$ cat config.mk
export PLATFORM = sky130hd
export DESIGN_NAME = cap_channel
export DESIGN_NICKNAME = d
export VERILOG_FILES = /design/src/rtl/cap_chan_pkg.sv /design/src/rtl/cap_edge_detect.sv /design/src/rtl/cap_latch.sv /design/src/rtl/cap_regs.sv /design/src/rtl/cap_channel.sv
export SDC_FILE = /design/constraint.sdc
export NUM_CORES = 1
export LEC_CHECK = 0
export ABC_AREA = 1
export BUFFER_PORTS_ARGS = -buffer_cell sky130_fd_sc_hd__buf_2
export CAP_MARGIN = 20
export CELL_PAD_IN_SITES_DETAIL_PLACEMENT = 0
export CELL_PAD_IN_SITES_GLOBAL_PLACEMENT = 1
export CORE_ASPECT_RATIO = 0.7
export CORE_MARGIN = 2
export CORE_UTILIZATION = 39
export DETAILED_ROUTE_END_ITERATION = 7
export PLACE_DENSITY = 0.8
export SYNTH_ARGS = -nofsm -noshare
export SYNTH_HDL_FRONTEND = slang
export SYNTH_SLANG_ARGS = --single-unit
$ cat constraint.sdc
create_clock -name clk -period 1.5 [get_ports clk]
set_input_delay 0.075 -clock clk [delete_from_list [all_inputs] [get_ports clk]]
set_output_delay 0.075 -clock clk [all_outputs]
set_load 0.03 [all_outputs]
$ cat src/rtl/cap_chan_pkg.sv
package cap_chan_pkg;

  localparam int ADDR_W = 2;

  typedef enum logic [ADDR_W-1:0] {
    REG_CTRL = 2'd0,
    REG_STAT = 2'd1,
    REG_RISE = 2'd2,
    REG_FALL = 2'd3
  } reg_sel_e;

  // control register, bit 0 at the bottom
  typedef struct packed {
    logic clr_mode;  // bit 4
    logic fall_ie;   // bit 3
    logic rise_ie;   // bit 2
    logic invert;    // bit 1
    logic enable;    // bit 0
  } ctrl_t;

  localparam int CTRL_W = $bits(ctrl_t);
  localparam int STAT_W = 3;

  localparam int EDGE_RISE = 0;
  localparam int EDGE_FALL = 1;
  localparam int N_EDGES   = 2;

  // an indicator is cleared when the written bit matches the mode bit
  function automatic logic ind_clear_hit(input logic wbit, input logic mode);
    return wbit == mode;
  endfunction

  // sticky bit update, hardware set dominates software clear
  function automatic logic sticky_next(input logic cur, input logic set,
                                       input logic clr);
    return set | (cur & ~clr);
  endfunction

  // map raw pin edges to conditioned edges through the polarity selector
  function automatic logic [N_EDGES-1:0] steer_edges(input logic raw_up,
                                                     input logic raw_dn,
                                                     input logic inv);
    logic [N_EDGES-1:0] r;
    r[EDGE_RISE] = inv ? raw_dn : raw_up;
    r[EDGE_FALL] = inv ? raw_up : raw_dn;
    return r;
  endfunction

endpackage

$ cat src/rtl/cap_edge_detect.sv
module cap_edge_detect
  import cap_chan_pkg::*;
#(
  parameter int SYNC_STAGES = 2
) (
  input  logic               clk,
  input  logic               rst_n,
  input  logic               pin,
  input  logic               invert,
  input  logic               enable,
  output logic [N_EDGES-1:0] evt
);

  localparam int LAST = SYNC_STAGES - 1;

  logic [SYNC_STAGES-1:0] sync_q;
  logic                   prev_q;
  logic                   raw_up;
  logic                   raw_dn;

  // synchronizer chain, stage 0 samples the pin
  generate
    for (genvar i = 0; i < SYNC_STAGES; i++) begin : g_sync
      if (i == 0) begin : g_first
        always_ff @(posedge clk or negedge rst_n) begin
          if (!rst_n) sync_q[i] <= 1'b0;
          else        sync_q[i] <= pin;
        end
      end else begin : g_next
        always_ff @(posedge clk or negedge rst_n) begin
          if (!rst_n) sync_q[i] <= 1'b0;
          else        sync_q[i] <= sync_q[i-1];
        end
      end
    end
  endgenerate

  // previous sample of the un-inverted level, so flipping polarity makes no edge
  always_ff @(posedge clk or negedge rst_n) begin
    if (!rst_n) prev_q <= 1'b0;
    else        prev_q <= sync_q[LAST];
  end

  assign raw_up = sync_q[LAST] & ~prev_q;
  assign raw_dn = ~sync_q[LAST] & prev_q;

  assign evt = enable ? steer_edges(raw_up, raw_dn, invert) : '0;

endmodule

$ cat src/rtl/cap_latch.sv
module cap_latch #(
  parameter int W = 16
) (
  input  logic         clk,
  input  logic         rst_n,
  input  logic         load,
  input  logic [W-1:0] din,
  output logic [W-1:0] q
);

  always_ff @(posedge clk or negedge rst_n) begin
    if (!rst_n)    q <= '0;
    else if (load) q <= din;
  end

endmodule

$ cat src/rtl/cap_regs.sv
module cap_regs
  import cap_chan_pkg::*;
#(
  parameter int CNT_W = 16
) (
  input  logic               clk,
  input  logic               rst_n,
  input  logic               bus_wr,
  input  logic [ADDR_W-1:0]  bus_addr,
  input  logic [CTRL_W-1:0]  bus_wdata,
  output logic [CNT_W-1:0]   bus_rdata,
  input  logic [N_EDGES-1:0] evt,
  input  logic [CNT_W-1:0]   rise_q,
  input  logic [CNT_W-1:0]   fall_q,
  output ctrl_t              ctrl,
  output logic               cap_flag,
  output logic [N_EDGES-1:0] ind,
  output logic               flag_set
);

  logic ctrl_wr;
  logic stat_wr;
  logic flag_clr;
  logic [N_EDGES-1:0] ind_clr;
  logic [STAT_W-1:0]  stat_view;

  assign ctrl_wr  = bus_wr && (bus_addr == REG_CTRL);
  assign stat_wr  = bus_wr && (bus_addr == REG_STAT);
  assign flag_clr = stat_wr && bus_wdata[0];
  assign flag_set = (evt[EDGE_RISE] && ctrl.rise_ie) ||
                    (evt[EDGE_FALL] && ctrl.fall_ie);

  always_ff @(posedge clk or negedge rst_n) begin
    if (!rst_n)       ctrl <= '0;
    else if (ctrl_wr) ctrl <= ctrl_t'(bus_wdata);
  end

  always_ff @(posedge clk or negedge rst_n) begin
    if (!rst_n) cap_flag <= 1'b0;
    else        cap_flag <= sticky_next(cap_flag, flag_set, flag_clr);
  end

  // indicator i lives at status bit i+1
  generate
    for (genvar e = 0; e < N_EDGES; e++) begin : g_ind
      assign ind_clr[e] = stat_wr && ind_clear_hit(bus_wdata[e+1], ctrl.clr_mode);
      always_ff @(posedge clk or negedge rst_n) begin
        if (!rst_n) ind[e] <= 1'b0;
        else        ind[e] <= sticky_next(ind[e], evt[e], ind_clr[e]);
      end
    end
  endgenerate

  assign stat_view = {ind, cap_flag};

  always_comb begin
    unique case (reg_sel_e'(bus_addr))
      REG_CTRL: bus_rdata = CNT_W'(ctrl);
      REG_STAT: bus_rdata = CNT_W'(stat_view);
      REG_RISE: bus_rdata = rise_q;
      REG_FALL: bus_rdata = fall_q;
      default:  bus_rdata = '0;
    endcase
  end

endmodule

$ cat src/rtl/cap_channel.sv
module cap_channel
  import cap_chan_pkg::*;
#(
  parameter int CNT_W       = 16,
  parameter int SYNC_STAGES = 2
) (
  input  logic                      clk,
  input  logic                      rst_n,
  input  logic                      cap_pin,
  input  logic [CNT_W-1:0]          cnt_val,
  input  logic                      bus_wr,
  input  logic [ADDR_W-1:0]         bus_addr,
  input  logic [CTRL_W-1:0]         bus_wdata,
  output logic [CNT_W-1:0]          bus_rdata,
  output logic                      irq_out
);

  ctrl_t              ctrl;
  logic [N_EDGES-1:0] evt;
  logic [N_EDGES-1:0] ind;
  logic [CNT_W-1:0]   latch_q [N_EDGES];
  logic               cap_flag;
  logic               flag_set;
  logic               cap_en;
  logic               rise_evt;
  logic               fall_evt;
  logic               rise_ind;
  logic               fall_ind;
  logic               rise_ie;
  logic [CNT_W-1:0]   rise_q;
  logic [CNT_W-1:0]   fall_q;

  cap_edge_detect #(.SYNC_STAGES(SYNC_STAGES)) u_edge (
    .clk    (clk),
    .rst_n  (rst_n),
    .pin    (cap_pin),
    .invert (ctrl.invert),
    .enable (ctrl.enable),
    .evt    (evt)
  );

  generate
    for (genvar e = 0; e < N_EDGES; e++) begin : g_latch
      cap_latch #(.W(CNT_W)) u_latch (
        .clk   (clk),
        .rst_n (rst_n),
        .load  (evt[e]),
        .din   (cnt_val),
        .q     (latch_q[e])
      );
    end
  endgenerate

  assign rise_q = latch_q[EDGE_RISE];
  assign fall_q = latch_q[EDGE_FALL];

  cap_regs #(.CNT_W(CNT_W)) u_regs (
    .clk       (clk),
    .rst_n     (rst_n),
    .bus_wr    (bus_wr),
    .bus_addr  (bus_addr),
    .bus_wdata (bus_wdata),
    .bus_rdata (bus_rdata),
    .evt       (evt),
    .rise_q    (rise_q),
    .fall_q    (fall_q),
    .ctrl      (ctrl),
    .cap_flag  (cap_flag),
    .ind       (ind),
    .flag_set  (flag_set)
  );

  // named events for the checker
  assign cap_en   = ctrl.enable;
  assign rise_ie  = ctrl.rise_ie;
  assign rise_evt = evt[EDGE_RISE];
  assign fall_evt = evt[EDGE_FALL];
  assign rise_ind = ind[EDGE_RISE];
  assign fall_ind = ind[EDGE_FALL];

  assign irq_out = cap_flag & cap_en;

endmodule

==> out/summary.txt <==
========================================================================================
Average instance area after synthesis                                         8.60 sq um
Number of synthesis warnings                                                           0
Stages on the worst setup path                                                         6
CTS tree                                                                            done
Required time at the worst-slack endpoint                                        1670 ps
Filler cells                                                                         501
Number of cell instances on the worst register-to-register path                        6
Area share of the largest cell type after synthesis                                0.537
Tcrit/Tclk final                                                                   0.854
Count of input and output buffers                                                     43
Synth Register Bits                                                                   43
Maximum level of the CTS H-tree                                                        2
Post-detailed-route DRC marker count                                                   0
Die area                                                                    0.00574 sq mm
ANT cells                                                                              0
Final WL                                                                         4.76 mm
Cell accounting for the most synthesized area                               sky130_fd_sc_hd__dfrtp_1
Endpoint of the worst setup timing path                                     g_latch[0].u_latch.q[1]
Worst path slowest cell                                                     sky130_fd_sc_hd__dfrtp_1
Mapped Cells                                                                         233
CP bufs+invs                                                                           1
Dominant cell by count in the synthesized netlist                           sky130_fd_sc_hd__nand2_1
Routability Congestion                                                             0.796
Cell occurring most often along the worst timing path                       sky130_fd_sc_hd__nand2_1
Clock latency on the worst-skew pair                                              290 ps
Initial antenna violation count                                                        0
Root buf cell                                                               sky130_fd_sc_hd__clkbuf_8
Number of distinct standard cells referenced by the synthesized netlist               16
Final hold viol count                                                                  0
First-pass detailed-route iteration total                                              4
Path class of the lowest-slack min-delay path                                     in2reg
Status                                                                         completed
Max FO, Critical Path                                                                 17
Launch point of the critical path                                           u_edge.sync_q[1]
Power per Cell Area                                                         1570 mW/mm^2
Fraction of layout cells with a size suffix above 1                                0.225
DRC marker count from the first detailed-route iteration                              89
Min cycle time layout                                                            1280 ps
Post-synth EDFFs                                                                       0
Count of antenna-violating nets left after detailed routing                            0
Tightest slew margin relative to the limit                                         0.633
Final-report max-slew violation count                                                  0
Predominant post-synthesis flop cell                                        sky130_fd_sc_hd__dfrtp_1
Startpoint type of the worst setup path                                        flip-flop
Synth cell count leaders                                                    99 x sky130_fd_sc_hd__nand2_1, 48 x sky130_fd_sc_hd__nand3_1, 43 x sky130_fd_sc_hd__dfrtp_1, 11 x sky130_fd_sc_hd__a22o_1, 8 x sky130_fd_sc_hd__buf_4
Slack of the worst reg-to-reg path                                                220 ps
Routed WL per cell                                                               13.6 um
Chip Width                                                                       89.7 um
Total chip power                                                               0.00369 W
Floorplan core area                                                         0.00486 sq mm
Setup_tns                                                                           0 ps
Synth Net Count                                                                      260
Lkg Pwr                                                                          1.28 nW
Wire length of the first global-routing pass                                     7.51 mm
Synth-to-Final Area Change                                                         17.6%
Post-synthesis instance area                                                0.00200 sq mm
Starting density of the core                                                       0.412
Crit Reg-Reg Endpoint                                                       g_latch[0].u_latch.q[1]
Transition time of the tightest slew-check pin                                    550 ps
Number of buffers created by CTS                                                       5
Arrival time of the worst setup path                                             1460 ps
Largest stage delay, worst path                                                   410 ps
Placed wire-length estimate after detailed placement                             3.22 mm
Top cells by area, synth                                                    sky130_fd_sc_hd__dfrtp_1 54%, sky130_fd_sc_hd__nand2_1 19%, sky130_fd_sc_hd__nand3_1 12%
Post-Place Cell Area                                                        0.00226 sq mm
Clock Sink Count                                                                      43
Multi-input logic area                                                         815 sq um
FP Rows                                                                               21
Cell chain of the critical path                                             inv_1, nand3_1, nand2_2, nand2_4, nand2_1, nand2_1
Category of cells accounting for the largest share of critical-path delay   simple AND/OR/NAND/NOR gates
Place WS                                                                          230 ps
Final nets                                                                           306
Fraction of the core area covered by cells at the end of the flow                  0.485
Share of flip-flops with an asynchronous set or reset after synthesis               1.00
Worst supply voltage drop on vdd                                                0.551 mV
Maximum number of pins on one net before global-route repair                          44
Final design instance area without fill                                     0.00236 sq mm
CP Capture Type                                                                flip-flop
Sequential cell area                                                        0.00108 sq mm
Max cap viols                                                                          0
Clock-pin slew on the worst setup and hold paths                                   80 ps
Die height                                                                       64.0 um
Startpoint of the worst register-to-register path                           u_edge.sync_q[1]
Path type of the worst setup path                                                reg2reg
Total global-route track usage                                                     0.175
Number of top-level design ports                                                      44
Final Skew                                                                       9.79 ps
Post-DR vias/cell                                                                   4.84
Maximum clock rate                                                             0.780 GHz
Global route total overflow                                                            0
Via count                                                                           1688
Slack of the critical path                                                        218 ps
Vias in the first global route                                                      1529
Sequential share of the synthesized area                                           0.537
RSZ-0062 raised after global routing                                                  no
Max Root-Sink Buffers                                                                  2
Endpoints failing setup                                                                0
========================================================================================
[logic make-up after synthesis]
logic type,Yosys count,share of synthesized area
DFF,43,0.537
AOI/OAI and AO/OA,12,0.0506
buffers and inverters,18,0.0568
and+or+nand+nor,158,0.347
xor gates and xnor gates,2,0.00874
[tightest hold or removal path: cells and delay by family]
family                 cells  cell delay (ps)
buffers and inverters      1               70
and+or+nand+nor            2              120
[layer usage]
| metal | up-vias | part of all wire | GRT usage |
|---|---|---|---|
| li1 | 857 | - | - |
| met1 | 782 | 0.50 | 0.276 |
| met2 | 47 | 0.43 | 0.234 |
| met3 | 2 | 0.063 | 0.0452 |
| met4 | 0 | 0.0050 | 0.0466 |
| met5 | - | 0 | 0 |
[what timing repair did]
item                      CTS  global route
hold endpoints to repair   44             0
setup buffers               0             0
hold buffers                2             0
resized for setup           0             0
[stage by stage]
stage | hold slack (ps) | instances
after floorplan | -221 | 233
after global placement | 184 | 339
after CTS | 12.0 | 349
after detailed placement | 185 | 339
after global routing | 24.0 | 349
final | 16.3 | 349
[where the power goes]
group / switching, W / internal (W) / total [W]
Combinational: 0.000727 / 0.000402 / 0.00113
Sequential: 0.000257 / 0.00160 / 0.00186
Clock: 0.000374 / 0.000327 / 0.000701
Total: 0.00136 / 0.00233 / 0.00369
[placed cells by master, fill, tap and decap left out, drive strengths merged]
cell type and n:
a21oi 1, dlygate4sd3 2, clkinv 1, xnor2 2, clkbuf 7, dfrtp 43
nor2 4, a22o 11, buf 48, nand3 48, inv 7, nand4 3
nand2 103
[final cells by class]
cell class | instances | area share
Clock inverter | 1 | 0.00212
Timing Repair Buffer | 50 | 0.116
Clock buffer | 7 | 0.0324
Sequential cell | 43 | 0.456
Multi-Input combinational cell | 172 | 0.346
Tap cell | 69 | 0.0366
Inverter | 7 | 0.0111
[sequential cells by signal, summed over array words and instances (netlist names)]
name,count
u_regs.ctrl,5
u_regs.cap_flag,1
g_latch.u_latch.q,32
u_edge.prev_q,1
u_edge.sync_q,2
u_regs.ind,2
[worst min path at each step]
stage                               to  cells after the start          from
2_1_floorplan  g_latch[0].u_latch.q[0]                      0         rst_n
4_1_cts                 u_regs.ctrl[4]                      3  bus_wdata[4]
5_1_grt        g_latch[0].u_latch.q[6]                      3    cnt_val[6]
6_report                u_regs.ctrl[4]                      3  bus_wdata[4]
3_3_place_gp          u_edge.sync_q[0]                      1       cap_pin
3_5_place_dp          u_edge.sync_q[0]                      2         rst_n
Note: power is estimated with default switching activity, not from simulation.
